`config.mk`:
```
export PLATFORM = sky130hd
export DESIGN_NAME = nps_bist_ctrl
export DESIGN_NICKNAME = d
export VERILOG_FILES = /design/src/rtl/nps_pkg.sv /design/src/rtl/nps_gray_step.sv /design/src/rtl/nps_nbr_sel.sv /design/src/rtl/nps_bist_ctrl.sv
export SDC_FILE = /design/constraint.sdc
export NUM_CORES = 1
export LEC_CHECK = 0
export BUFFER_PORTS_ARGS = -buffer_cell sky130_fd_sc_hd__buf_2
export CAP_MARGIN = 20
export CORE_MARGIN = 1.5
export CORE_UTILIZATION = 38
export CTS_CLUSTER_SIZE = 16
export DETAILED_ROUTE_END_ITERATION = 8
export GPL_TIMING_DRIVEN = 0
export HOLD_SLACK_MARGIN = 0.03
export SETUP_SLACK_MARGIN = 0.1
export SYNTH_ARGS = -nofsm -noshare
export SYNTH_HDL_FRONTEND = slang
export SYNTH_SLANG_ARGS = --single-unit
```
`constraint.sdc`:
```
create_clock -name clk -period 5.65 [get_ports clk]
set_input_delay 0.2825 -clock clk [delete_from_list [all_inputs] [get_ports clk]]
set_output_delay 0.2825 -clock clk [all_outputs]
set_load 0.02 [all_outputs]
```
`src/rtl/nps_pkg.sv`:
```
package nps_pkg;

    typedef enum logic [2:0] {
        ST_IDLE = 3'd0,
        ST_INIT = 3'd1,
        ST_RUN  = 3'd2,
        ST_DONE = 3'd3,
        ST_FAIL = 3'd4
    } nps_state_e;

    // micro-operations inside one pattern slot, in issue order
    typedef enum logic [2:0] {
        OP_NBR_WR  = 3'd0,
        OP_RD_HOLD = 3'd1,
        OP_WR_FLIP = 3'd2,
        OP_RD_FLIP = 3'd3,
        OP_WR_BACK = 3'd4,
        OP_RD_BACK = 3'd5
    } nps_op_e;

    localparam logic [4:0] SLOT_PRE  = 5'd0;
    localparam logic [4:0] SLOT_LAST = 5'd16;
    localparam logic [4:0] SLOT_POST = 5'd17;

    function automatic logic [3:0] gray4(input logic [3:0] v);
        return v ^ (v >> 1);
    endfunction

endpackage

```
`src/rtl/nps_gray_step.sv`:
```
module nps_gray_step
    import nps_pkg::*;
(
    input  logic [4:0] slot,
    output logic [3:0] pat,
    output logic [1:0] dir
);
    logic [3:0] prev_idx;
    logic [3:0] flip;

    always_comb begin
        prev_idx = slot[3:0] - 4'd1;
        pat      = gray4(slot[3:0]);
        flip     = pat ^ gray4(prev_idx);
        dir      = 2'd0;
        for (int i = 0; i < 4; i++) begin
            if (flip[i]) dir = 2'(i);
        end
    end
endmodule

```
`src/rtl/nps_nbr_sel.sv`:
```
module nps_nbr_sel #(
    parameter int ROWS = 8,
    parameter int COLS = 8,
    parameter int RW   = 3,
    parameter int CW   = 3
) (
    input  logic [RW-1:0] row,
    input  logic [CW-1:0] col,
    input  logic [1:0]    dir,
    output logic [RW-1:0] nrow,
    output logic [CW-1:0] ncol,
    output logic          valid
);
    always_comb begin
        nrow  = row;
        ncol  = col;
        valid = 1'b0;
        case (dir)
            2'd0: begin nrow = row - RW'(1); valid = (row != '0); end
            2'd1: begin ncol = col + CW'(1); valid = (col != CW'(COLS - 1)); end
            2'd2: begin nrow = row + RW'(1); valid = (row != RW'(ROWS - 1)); end
            default: begin ncol = col - CW'(1); valid = (col != '0); end
        endcase
    end
endmodule

```
`src/rtl/nps_bist_ctrl.sv`:
```
module nps_bist_ctrl
    import nps_pkg::*;
#(
    parameter int  ROWS = 8,
    parameter int  COLS = 8,
    localparam int RW   = (ROWS > 1) ? $clog2(ROWS) : 1,
    localparam int CW   = (COLS > 1) ? $clog2(COLS) : 1,
    localparam int AW   = RW + CW
) (
    input  logic          clk,
    input  logic          rst_n,
    input  logic          start,
    output logic [AW-1:0] mem_addr,
    output logic          mem_we,
    output logic          mem_wdata,
    input  logic          mem_rdata,
    output logic          done,
    output logic          pass,
    output logic          fail,
    output logic [RW-1:0] fail_row,
    output logic [CW-1:0] fail_col,
    output logic          fail_exp,
    output logic [3:0]    fail_pat
);
    typedef struct packed {
        nps_state_e    st;
        logic [RW-1:0] row;
        logic [CW-1:0] col;
        logic          grp;
        logic          hold;
        logic [4:0]    slot;
        logic [2:0]    op;
        logic          pend;
        logic          pexp;
        logic [RW-1:0] prow;
        logic [CW-1:0] pcol;
        logic [3:0]    ppat;
        logic [RW-1:0] frow;
        logic [CW-1:0] fcol;
        logic          fexp;
        logic [3:0]    fpat;
        logic          pass;
        logic          fail;
    } nps_reg_t;

    nps_reg_t r_q, r_d;

    logic [3:0]    pat_w;
    logic [1:0]    dir_w;
    logic [RW-1:0] nrow_w;
    logic [CW-1:0] ncol_w;
    logic          nvalid_w;

    nps_gray_step u_gray (
        .slot (r_q.slot),
        .pat  (pat_w),
        .dir  (dir_w)
    );

    nps_nbr_sel #(.ROWS(ROWS), .COLS(COLS), .RW(RW), .CW(CW)) u_nbr (
        .row   (r_q.row),
        .col   (r_q.col),
        .dir   (dir_w),
        .nrow  (nrow_w),
        .ncol  (ncol_w),
        .valid (nvalid_w)
    );

    logic miss_w, last_cell_w, is_base_w, adv_w;

    always_comb begin
        r_d       = r_q;
        r_d.pend  = 1'b0;
        mem_we    = 1'b0;
        mem_wdata = 1'b0;
        mem_addr  = {r_q.row, r_q.col};
        adv_w     = 1'b0;

        miss_w      = r_q.pend && (mem_rdata != r_q.pexp);
        last_cell_w = (r_q.row == RW'(ROWS - 1)) && (r_q.col == CW'(COLS - 1));
        is_base_w   = ((r_q.row[0] ^ r_q.col[0]) == r_q.grp);

        case (r_q.st)
            ST_INIT: begin
                mem_we = 1'b1;
                adv_w  = 1'b1;
            end
            ST_RUN: begin
                if (miss_w) begin
                    r_d.st   = ST_FAIL;
                    r_d.fail = 1'b1;
                    r_d.frow = r_q.prow;
                    r_d.fcol = r_q.pcol;
                    r_d.fexp = r_q.pexp;
                    r_d.fpat = r_q.ppat;
                end else if (!is_base_w) begin
                    adv_w = 1'b1;
                end else if (r_q.slot == SLOT_PRE) begin
                    mem_we    = 1'b1;
                    mem_wdata = r_q.hold;
                    r_d.slot  = 5'd1;
                    r_d.op    = '0;
                end else if (r_q.slot == SLOT_POST) begin
                    mem_we = 1'b1;
                    adv_w  = 1'b1;
                end else begin
                    case (nps_op_e'(r_q.op))
                        OP_NBR_WR: begin
                            mem_we    = nvalid_w;
                            mem_addr  = {nrow_w, ncol_w};
                            mem_wdata = pat_w[dir_w];
                        end
                        OP_WR_FLIP: begin
                            mem_we    = 1'b1;
                            mem_wdata = !r_q.hold;
                        end
                        OP_WR_BACK: begin
                            mem_we    = 1'b1;
                            mem_wdata = r_q.hold;
                        end
                        default: begin
                            r_d.pend = 1'b1;
                            r_d.pexp = (nps_op_e'(r_q.op) == OP_RD_FLIP) ? !r_q.hold : r_q.hold;
                            r_d.prow = r_q.row;
                            r_d.pcol = r_q.col;
                            r_d.ppat = pat_w;
                        end
                    endcase
                    if (nps_op_e'(r_q.op) == OP_RD_BACK) begin
                        r_d.op = '0;
                        if (r_q.slot != SLOT_LAST) begin
                            r_d.slot = r_q.slot + 5'd1;
                        end else if (!r_q.hold) begin
                            r_d.hold = 1'b1;
                            r_d.slot = SLOT_PRE;
                        end else begin
                            r_d.slot = SLOT_POST;
                        end
                    end else begin
                        r_d.op = r_q.op + 3'd1;
                    end
                end
            end
            default: begin
                if (start) begin
                    r_d.st   = ST_INIT;
                    r_d.row  = '0;
                    r_d.col  = '0;
                    r_d.pass = 1'b0;
                    r_d.fail = 1'b0;
                end
            end
        endcase

        if (adv_w) begin
            r_d.hold = 1'b0;
            r_d.slot = SLOT_PRE;
            r_d.op   = '0;
            if (r_q.col == CW'(COLS - 1)) begin
                r_d.col = '0;
                r_d.row = r_q.row + RW'(1);
            end else begin
                r_d.col = r_q.col + CW'(1);
            end
            if (last_cell_w) begin
                r_d.row = '0;
                if (r_q.st == ST_INIT) begin
                    r_d.st  = ST_RUN;
                    r_d.grp = 1'b0;
                end else if (!r_q.grp) begin
                    r_d.grp = 1'b1;
                end else begin
                    r_d.st   = ST_DONE;
                    r_d.pass = 1'b1;
                end
            end
        end
    end

    always_ff @(posedge clk or negedge rst_n) begin
        if (!rst_n) begin
            r_q    <= '0;
            r_q.st <= ST_IDLE;
        end else begin
            r_q <= r_d;
        end
    end

    assign done     = (r_q.st == ST_DONE) || (r_q.st == ST_FAIL);
    assign pass     = r_q.pass;
    assign fail     = r_q.fail;
    assign fail_row = r_q.frow;
    assign fail_col = r_q.fcol;
    assign fail_exp = r_q.fexp;
    assign fail_pat = r_q.fpat;

    AST_OUTCOME_EXCL: assert property (@(posedge clk) disable iff (!rst_n)
        !(pass && fail));
    AST_WR_IN_ARRAY: assert property (@(posedge clk) disable iff (!rst_n)
        mem_we |-> (int'(mem_addr[AW-1:CW]) < ROWS && int'(mem_addr[CW-1:0]) < COLS));
    AST_QUIET_WHEN_DONE: assert property (@(posedge clk) disable iff (!rst_n)
        done |-> !mem_we);
    AST_FAIL_STICKY: assert property (@(posedge clk) disable iff (!rst_n)
        (fail && !start) |=> fail);
    AST_PASS_HAS_DONE: assert property (@(posedge clk) disable iff (!rst_n)
        pass |-> done);
    AST_START_CLEARS: assert property (@(posedge clk) disable iff (!rst_n)
        (done && start) |=> (!done && !pass && !fail));

endmodule

```
==> results of run 1 <==
==> metrics by stage <==
stage	setup WS, ns	area [µm²]	instances	power, mW	hold WS (ns)
5_1_grt	1.85	3310	414	1.02	0.252
6_report	2.08	3310	414	0.963	0.248
3_5_place_dp	2.37	3150	404	0.705	0.477
2_1_floorplan	2.80	2900	280	0.616	-0.0131
4_1_cts	2.03	3280	412	0.973	0.178
3_3_place_gp	2.40	3150	404	0.699	0.483
==> power by group <==
| group | total (mW) | switching (mW) | internal, mW | leakage (nW) |
|---|---|---|---|---|
| logic | 0.308 | 0.172 | 0.136 | 0.929 |
| clock network | 0.266 | 0.110 | 0.156 | 0.0645 |
| registers | 0.389 | 0.0479 | 0.342 | 0.598 |
| total | 0.963 | 0.329 | 0.634 | 1.59 |
==> cells in the final DEF, fill, tap and decap left out, types with 4 or more instances in the layout <==
| cell type | count |
|---|---|
| sky130_fd_sc_hd__clkbuf_1 | 6 |
| sky130_fd_sc_hd__buf_4 | 11 |
| sky130_fd_sc_hd__mux2_2 | 14 |
| sky130_fd_sc_hd__nor3_1 | 4 |
| sky130_fd_sc_hd__ha_1 | 23 |
| sky130_fd_sc_hd__o22ai_1 | 4 |
| sky130_fd_sc_hd__buf_2 | 25 |
| sky130_fd_sc_hd__dfrtp_1 | 44 |
| sky130_fd_sc_hd__xor2_1 | 5 |
| sky130_fd_sc_hd__nor2_1 | 7 |
| sky130_fd_sc_hd__nand3_1 | 9 |
| sky130_fd_sc_hd__a21oi_1 | 9 |
| sky130_fd_sc_hd__mux2_4 | 9 |
| sky130_fd_sc_hd__xnor2_1 | 5 |
| sky130_fd_sc_hd__nand2b_1 | 9 |
| sky130_fd_sc_hd__mux2i_1 | 8 |
| sky130_fd_sc_hd__nand2_1 | 26 |
| sky130_fd_sc_hd__inv_1 | 17 |
| sky130_fd_sc_hd__o2bb2ai_1 | 4 |
| sky130_fd_sc_hd__o21ai_0 | 14 |
| sky130_fd_sc_hd__clkbuf_8 | 7 |
==> registers in the layout, indices dropped and copies added, names as in the netlist <==
| register | count |
|---|---|
| r_q | 31 |
| fail_pat | 4 |
| fail_col | 3 |
| fail_row | 3 |
| fail | 1 |
| fail_exp | 1 |
| pass | 1 |
==> worst max path at each step <==
stage | slack, ns | depth (start not counted) | end
floorplan | 2.80 | 11 | mem_we
detailed placement | 2.37 | 12 | mem_we
global placement | 2.40 | 12 | mem_we
global route | 1.85 | 12 | mem_we
CTS | 2.03 | 12 | mem_we
finish | 2.08 | 12 | mem_we
==> cell type report <==
class / count / area, µm²
Fill cell: 705 / 4020
Multi-Input combinational cell: 200 / 1600
Sequential cell: 44 / 1100
Timing Repair Buffer: 27 / 155
Buffer: 19 / 136
Tap cell: 99 / 124
Clock buffer: 7 / 96.3
Inverter: 17 / 63.8
Clock inverter: 1 / 30.0
==> layer usage <==
metal | up-vias | GRT usage [%] | routed length [µm]
met4 | 0 | 3.97 | 48
li1 | 1046 | - | -
met2 | 17 | 25.4 | 2720
met5 | - | 0 | 0
met1 | 1002 | 19.9 | 2750
met3 | 4 | 2.44 | 103
==> cell families (layout without fill, tap and decap cells) <==
kind of cell / Yosys count / after routing
AO/OA/AOI/OAI: 58 / 58
multiplexers: 31 / 31
XOR/XNOR: 11 / 11
flip-flops: 44 / 44
adder cells (fa/ha/maj): 23 / 23
buffers and inverters: 36 / 71
AND/OR/NAND/NOR: 77 / 77
==> impl_results.md, run 1 <==
* Element type at the critical path end: output port
* Clock transition at the register clock pins on the worst setup and hold paths after CTS at 0.09 ns
* Adder-cell area share of the yosys netlist at 9.92%
* Area fraction of the dominant cell type after synthesis at 37.9%
* Slew margin rel. at 61.5%
* Antenna diode instance count at 0
* Max capacitance violation total at 0
* Sequential element share of the synthesized area at 37.9%
* Number of distinct library cell variants in the gate-level netlist after synthesis at 56
* Final number of hold-violating endpoints at 0
* DRC at 0
* Proportion of layout cells with a drive suffix above 1 at 26.0%
* Crit path from: r_q[31]
* Layout Utilization at 45.1%
* Post-synthesis cell type with the largest combined area: sky130_fd_sc_hd__dfrtp_1
* Upper clock frequency limit at 0.280 GHz
* Post-synthesis share of cell area spent on xor and xnor gates at 3.84%
* Detailed-routing iteration count for the pre-antenna-repair pass at 4
* Cell breakdown of the critical path: inv_1 -> ha_1 -> xor2_1 -> or3_1 -> nand3_1 -> inv_1 -> ha_1 -> o31a_1 -> o21ai_0 -> a21oi_1 -> o22a_1 -> buf_2
* DIE AREA at 8170 µm²
* Kind of cell adding the most delay to the critical path: compound AO/OA/AOI/OAI gates
* Ratio of total power to cell area at 291 nW/µm²
* End of the worst register-to-register path: r_q[38]
* DR vias/cell at 5.00
* R2r startpoint: r_q[31]
* Main combinational cell family by area after synthesis: simple AND/OR/NAND/NOR gates
* Antenna violation net count after detailed routing at 0
* Post-route minimum period at 3.57 ns
* Critical Path AT at 3.29 ns
* Critical path buffer and inverter count at 3
* Unrepaired setup endpoints after global routing: no
* Post-synth ARST share at 100%
* Clock tree from TritonCTS: done
* Initial antenna violation count at 0
* Number of setup buffers added after CTS at 0
* Cell chosen for the clock root: sky130_fd_sc_hd__clkbuf_8
* Post-cts resize count at 0
* Number of enable-type register cells in the synthesized netlist at 0
* Clock latency of the later-clocked register in the worst-skew pair at 0.29 ns
* Worst setup path category: register to output port
* Flops & latches, synth at 44
* Final routed wire length divided by cell count at 13.6 µm
* Slowest Stage Delay on Critical Path at 0.49 ns
* Warnings from Yosys at 0
* Top fanout value on the critical path at 8
* Std-Cell Rows at 31
* Die width at 90.4 µm
* Fraction of the cycle the final worst path needs at 63.2%
* Cell count after synthesis at 280
* Data required time of the critical path at 5.37 ns
* DRC violation total after the first TritonRoute iteration at 107
* Worst supply voltage drop on vdd at 119 µV
* Die Span Y at 90.4 µm
* Most common cell in the synthesized netlist: sky130_fd_sc_hd__dfrtp_1
* Number of nets at the end of the flow at 341
* Fin Setup TNS at 0 ns
* H-tree lvl count at 2
* LEAKAGE at 1.59 nW
* I/O pins at 26
* Status: finished clean
* Average cell area after synthesis at 10.4 µm²
* Dominant cells by area after synthesis: sky130_fd_sc_hd__dfrtp_1 (38%), sky130_fd_sc_hd__ha_1 (9.9%), sky130_fd_sc_hd__mux2_2 (5.4%)
* Final GP Congestion at 0.788
* Worst hold path cell count at 2
* Post-synthesis share of cell area spent on and, or, nand and nor gates at 14.4%
* Count of clock tree sinks at 44
* Endpoint of the worst hold-timing path: r_q[43]
* Global-route wire length before repair at 10,000 µm
* Worst R2R Path Depth at 8
* Worst hold path startpoint: start
* Post-CTS Hold Fix Bufs at 0
* Syn Std Cell Area at 2900 µm²
* Sum of net half-perimeters after detailed placement at 4300 µm
* Multiplexer fraction of the synthesized cell area at 12.9%
* Cell with the largest stage delay on the worst path: sky130_fd_sc_hd__dfrtp_1
* Min-Delay Path Class: input port to register
* Synth Flop Type: sky130_fd_sc_hd__dfrtp_1
* Total vias in the final route at 2,069
* Routed wire length at 5630 µm
* Global route overflow at 0
* Number of CTS-inserted buffers at 5
* Signed area change from the synthesized netlist to the final layout at 14.0%
* Core footprint at 7330 µm²
* Startpoint class of the critical path: register
* Number of port buffers at 25
* Final count of pins violating max slew at 0
* Final setup vio count at 0
* Starting Density at 39.6%
* Share of the synthesized area in compound gates (AO/OA/AOI/OAI) at 14.2%
* Buffer depth of the longest clock path at 2
* Global router's overall resource usage at 15.0%
* Number of global-route vias before repair at 2,091
* Pin count of the biggest net entering global routing at 45
* Clk_skew at 0.00481 ns
* Reg-to-reg slack, setup at 3.26 ns
* Nets in the synthesized netlist at 307
* List of most frequent post-synthesis cells: sky130_fd_sc_hd__dfrtp_1 (44), sky130_fd_sc_hd__nand2_1 (26), sky130_fd_sc_hd__ha_1 (23)
* Slew at the pin closest to its max-slew limit at 0.573 ns
Note: power is estimated with default switching activity, not from simulation.
==> inputs of run 2 (changes only) <==
--- a/config.mk
+++ b/config.mk
@@ -5,6 +5,7 @@
 export SDC_FILE = /design/constraint.sdc
 export NUM_CORES = 1
 export LEC_CHECK = 0
+export ABC_AREA = 1
 export BUFFER_PORTS_ARGS = -buffer_cell sky130_fd_sc_hd__buf_2
 export CAP_MARGIN = 20
 export CORE_MARGIN = 1.5
==> constraint.sdc (replaced) <==
create_clock -name clk -period 3.3 [get_ports clk]
set_input_delay 0.165 -clock clk [delete_from_list [all_inputs] [get_ports clk]]
set_output_delay 0.165 -clock clk [all_outputs]
set_load 0.02 [all_outputs]
==> run 2 against run 1 <==
Compared with the run above: synthesized cell count increased by 28%; clock power up 52%; first-iteration DRC count unchanged; final cell count increased by 22%; flip-flop and latch count unchanged; critical endpoint unchanged; largest cell class unchanged.
==> impl_results.md, run 2 <==
* Die width at 90.2 µm (-0.19%)
* Final GP Congestion at 0.844 (+7.1%)
* Sequential element share of the synthesized area at 38.1% (+0.15 points)
* H-tree lvl count at 2 (unchanged)
* Post-route minimum period at 3.00 ns
* Initial antenna violation count at 0 (unchanged)
* DRC violation total after the first TritonRoute iteration at 107 (unchanged)
* Data required time of the critical path at 3.13 ns (-2.24 ns)
* Total vias in the final route at 2,380 (+15%)
* Std-Cell Rows at 31 (unchanged)
* Layout Utilization at 47.0% (+1.9 points)
* LEAKAGE at 1.79 nW (+12%)
* Routed wire length at 6180 µm (+9.8%)
* I/O pins at 26 (unchanged)
* Flops & latches, synth at 44 (unchanged)
* Element type at the critical path end: output port
* Clock transition at the register clock pins on the worst setup and hold paths after CTS at 0.08 ns (about the same)
* Final number of hold-violating endpoints at 0 (unchanged)
* Ratio of total power to cell area at 451 nW/µm² (+55%)
* Worst setup path category: register to output port
* Number of port buffers at 25 (unchanged)
* Internal Pwr Total at 986 µW (+56%)
* Clock tree from TritonCTS: done
* Global route overflow at 0 (unchanged)
* Commonest non-fill, non-tap cells in the layout: sky130_fd_sc_hd__nand2_1 (80), sky130_fd_sc_hd__inv_1 (53), sky130_fd_sc_hd__o21ai_0 (41), sky130_fd_sc_hd__dfrtp_1 (41), sky130_fd_sc_hd__buf_2 (24)
* Largest register FFs at 31 (unchanged)
* Nets in the synthesized netlist at 386 (+26%)
* Post-synthesis cell type with the largest combined area: sky130_fd_sc_hd__dfrtp_1
* Final routed wire length divided by cell count at 12.3 µm (-9.8%)
* R2r startpoint: r_q[28]
* Overall power after layout at 1.54 mW (+60%)
* Synth Flop Type: sky130_fd_sc_hd__dfrtp_1
* Number of nets at the end of the flow at 431 (+26%)
* Pre-CTS worst setup slack at 0.245 ns (-2.12 ns)
* Cell count after synthesis at 359 (+28%)
* Number of CTS-inserted buffers at 5 (unchanged)
* Antenna diode instance count at 0 (unchanged)
* Slew margin rel. at 59.0% (-2.5 points)
* Sw frac at 36.1% (+2.0 points)
* Logic gate share of total power at 31.4% (-0.6 points)
* Unrepaired setup endpoints after global routing: no
* Cell chosen for the clock root: sky130_fd_sc_hd__clkbuf_8
* Clk_skew at 0.00942 ns (+0.00462 ns)
* Final count of pins violating max slew at 0 (unchanged)
* Worst R2R Path Depth at 9 (+1)
* Clock latency of the later-clocked register in the worst-skew pair at 0.30 ns (about the same)
* Pin count of the biggest net entering global routing at 45 (unchanged)
* Sum of net half-perimeters after detailed placement at 4460 µm (+3.7%)
* Signed area change from the synthesized netlist to the final layout at 18.5%
* Core footprint at 7290 µm² (-0.53%)
* Min-Delay Path Class: input port to register
* Count of clock tree sinks at 44 (unchanged)
* Proportion of power drawn by flip-flops and latches at 42.3% (+1.9 points)
* Average cell area after synthesis at 8.05 µm² (-22%)
* Register with the highest flop count: r_q
* Slew at the pin closest to its max-slew limit at 0.610 ns (+0.0371 ns)
* Global-route wire length before repair at 10,400 µm (+3.5%)
* Top fanout value on the critical path at 6 (-2)
* Net load switching power at 558 µW (+69%)
* Syn Std Cell Area at 2890 µm² (-0.39%)
* Number of global-route vias before repair at 2,224 (+6.4%)
* Most common cell after layout, fill and taps aside: sky130_fd_sc_hd__nand2_1
* Post-synth ARST share at 100% (unchanged)
* Proportion of layout cells with a drive suffix above 1 at 23.7% (-2.3 points)
* Number of enable-type register cells in the synthesized netlist at 0 (unchanged)
* Final setup vio count at 0 (unchanged)
* Buffer depth of the longest clock path at 2 (unchanged)
* Detailed-routing iteration count for the pre-antenna-repair pass at 4 (unchanged)
* Area fraction of the dominant cell type after synthesis at 38.1% (+0.15 points)
* Dominant cells by area after synthesis: sky130_fd_sc_hd__dfrtp_1 (38%), sky130_fd_sc_hd__nand2_1 (11%), sky130_fd_sc_hd__ha_1 (10%)
* List of most frequent post-synthesis cells: sky130_fd_sc_hd__nand2_1 (82), sky130_fd_sc_hd__inv_1 (56), sky130_fd_sc_hd__dfrtp_1 (44)
* Status: finished clean
* Worst supply voltage drop on vdd at 245 µV (+110%)
* Die Span Y at 90.2 µm (-0.19%)
* Fraction of the cycle the final worst path needs at 91.0%
* Warnings from Yosys at 0 (unchanged)
* Starting Density at 39.6% (+0.056 points)
* DR vias/cell at 4.72 (-5.5%)
* Setup slack after layout at 0.295 ns (-1.78 ns)
* Critical Path AT at 2.84 ns (-0.45 ns)
* Number of distinct library cell variants in the gate-level netlist after synthesis at 37 (-34%)
* Proportion of power drawn by the clock network at 26.3% (-1.3 points)
* Fin Setup TNS at 0 ns (unchanged)
* Antenna violation net count after detailed routing at 0 (unchanged)
* DRC at 0 (unchanged)
* Most common cell in the synthesized netlist: sky130_fd_sc_hd__nand2_1
* End of the worst register-to-register path: r_q[15]
* Reg-to-reg slack, setup at 1.26 ns (-2.00 ns)
* Max capacitance violation total at 0 (unchanged)
* DIE AREA at 8140 µm² (-0.38%)
* Global router's overall resource usage at 15.8% (+0.79 points)
* Crit path from: r_q[29]
* Startpoint class of the critical path: register
* Capturing instance or port of the critical path: mem_we
* Upper clock frequency limit at 0.333 GHz
==> run 2: power by group through the flow <==
stage	sequential [mW]	clock [mW]	combinational [mW]
floorplan	0.635	0	0.362
global placement	0.661	0	0.469
detailed placement	0.661	0	0.476
CTS	0.652	0.416	0.478
global route	0.662	0.445	0.548
finish	0.654	0.405	0.485
==> run 2: layout make-up <==
class,count,area (µm²)
fillers,766,3870
plain buffers,15,106
flip-flops and latches,44,1100
multi-input cells,238,1500
clock buffers,6,72.6
clock inverters,2,35.0
well taps,99,124
repair buffers,38,244
inverters,62,243
==> run 2: kinds of logic (layout without fill, tap and decap cells) <==
logic type	count (synthesis)	count (layout)	synth area share, %
AO/OA/AOI/OAI	62	62	12.5
XOR/XNOR	12	12	3.64
adder cells (fa/ha/maj)	23	23	9.96
buffers and inverters	77	123	11.8
flip-flops	44	44	38.1
AND/OR/NAND/NOR	141	141	24.0
==> run 2: metrics by stage <==
stage / hold WS, ns / instances / instance area [µm²]
2_1_floorplan: -0.131 / 359 / 2890
3_3_place_gp: 0.393 / 483 / 3140
3_5_place_dp: 0.395 / 483 / 3140
4_1_cts: 0.0661 / 497 / 3310
5_1_grt: 0.0925 / 504 / 3430
6_report: 0.111 / 504 / 3430
==> run 2: critical path, stage by stage (launching register included) <==
cell and delay, ns:
sky130_fd_sc_hd__dfrtp_1 0.37, sky130_fd_sc_hd__inv_2 0.07, sky130_fd_sc_hd__ha_1 0.22, sky130_fd_sc_hd__xnor2_1 0.33
sky130_fd_sc_hd__nand2_1 0.11, sky130_fd_sc_hd__nand2_1 0.10, sky130_fd_sc_hd__nand3_2 0.09, sky130_fd_sc_hd__nand2_4 0.09
sky130_fd_sc_hd__inv_1 0.07, sky130_fd_sc_hd__ha_2 0.18, sky130_fd_sc_hd__o31ai_2 0.21, sky130_fd_sc_hd__o211ai_1 0.11
sky130_fd_sc_hd__nand2_1 0.07, sky130_fd_sc_hd__nand2_1 0.06, sky130_fd_sc_hd__nand3_1 0.09, sky130_fd_sc_hd__nand4_1 0.08
sky130_fd_sc_hd__nand2_1 0.11, sky130_fd_sc_hd__nand2_2 0.05, sky130_fd_sc_hd__buf_6 0.14
==> run 2: routing by layer <==
metal | global-route usage [%] | share of wire (%)
met5 | 0 | 0
met4 | 5.95 | 1.1
met3 | 2.96 | 4.0
met2 | 25.1 | 46
met1 | 21.3 | 49
==> run 2: worst min-delay path by stage <==
stage	depth (start not counted)	end	start
2_1_floorplan	0	fail	rst_n
3_3_place_gp	1	fail_pat[1]	rst_n
3_5_place_dp	1	fail_pat[1]	rst_n
4_1_cts	1	r_q[25]	rst_n
5_1_grt	2	r_q[43]	start
6_report	2	r_q[43]	start
==> run 2: repair_timing <==
item / 4_1_cts / 5_1_grt
buffers inserted: 6 / 5
cloned: 0 / 0
gates resized for setup: 7 / 13
endpoints found under the setup margin: 1 / 1
pin swaps: 1 / 5
endpoints found under the hold margin: 0 / 13
hold buffers: 0 / 1
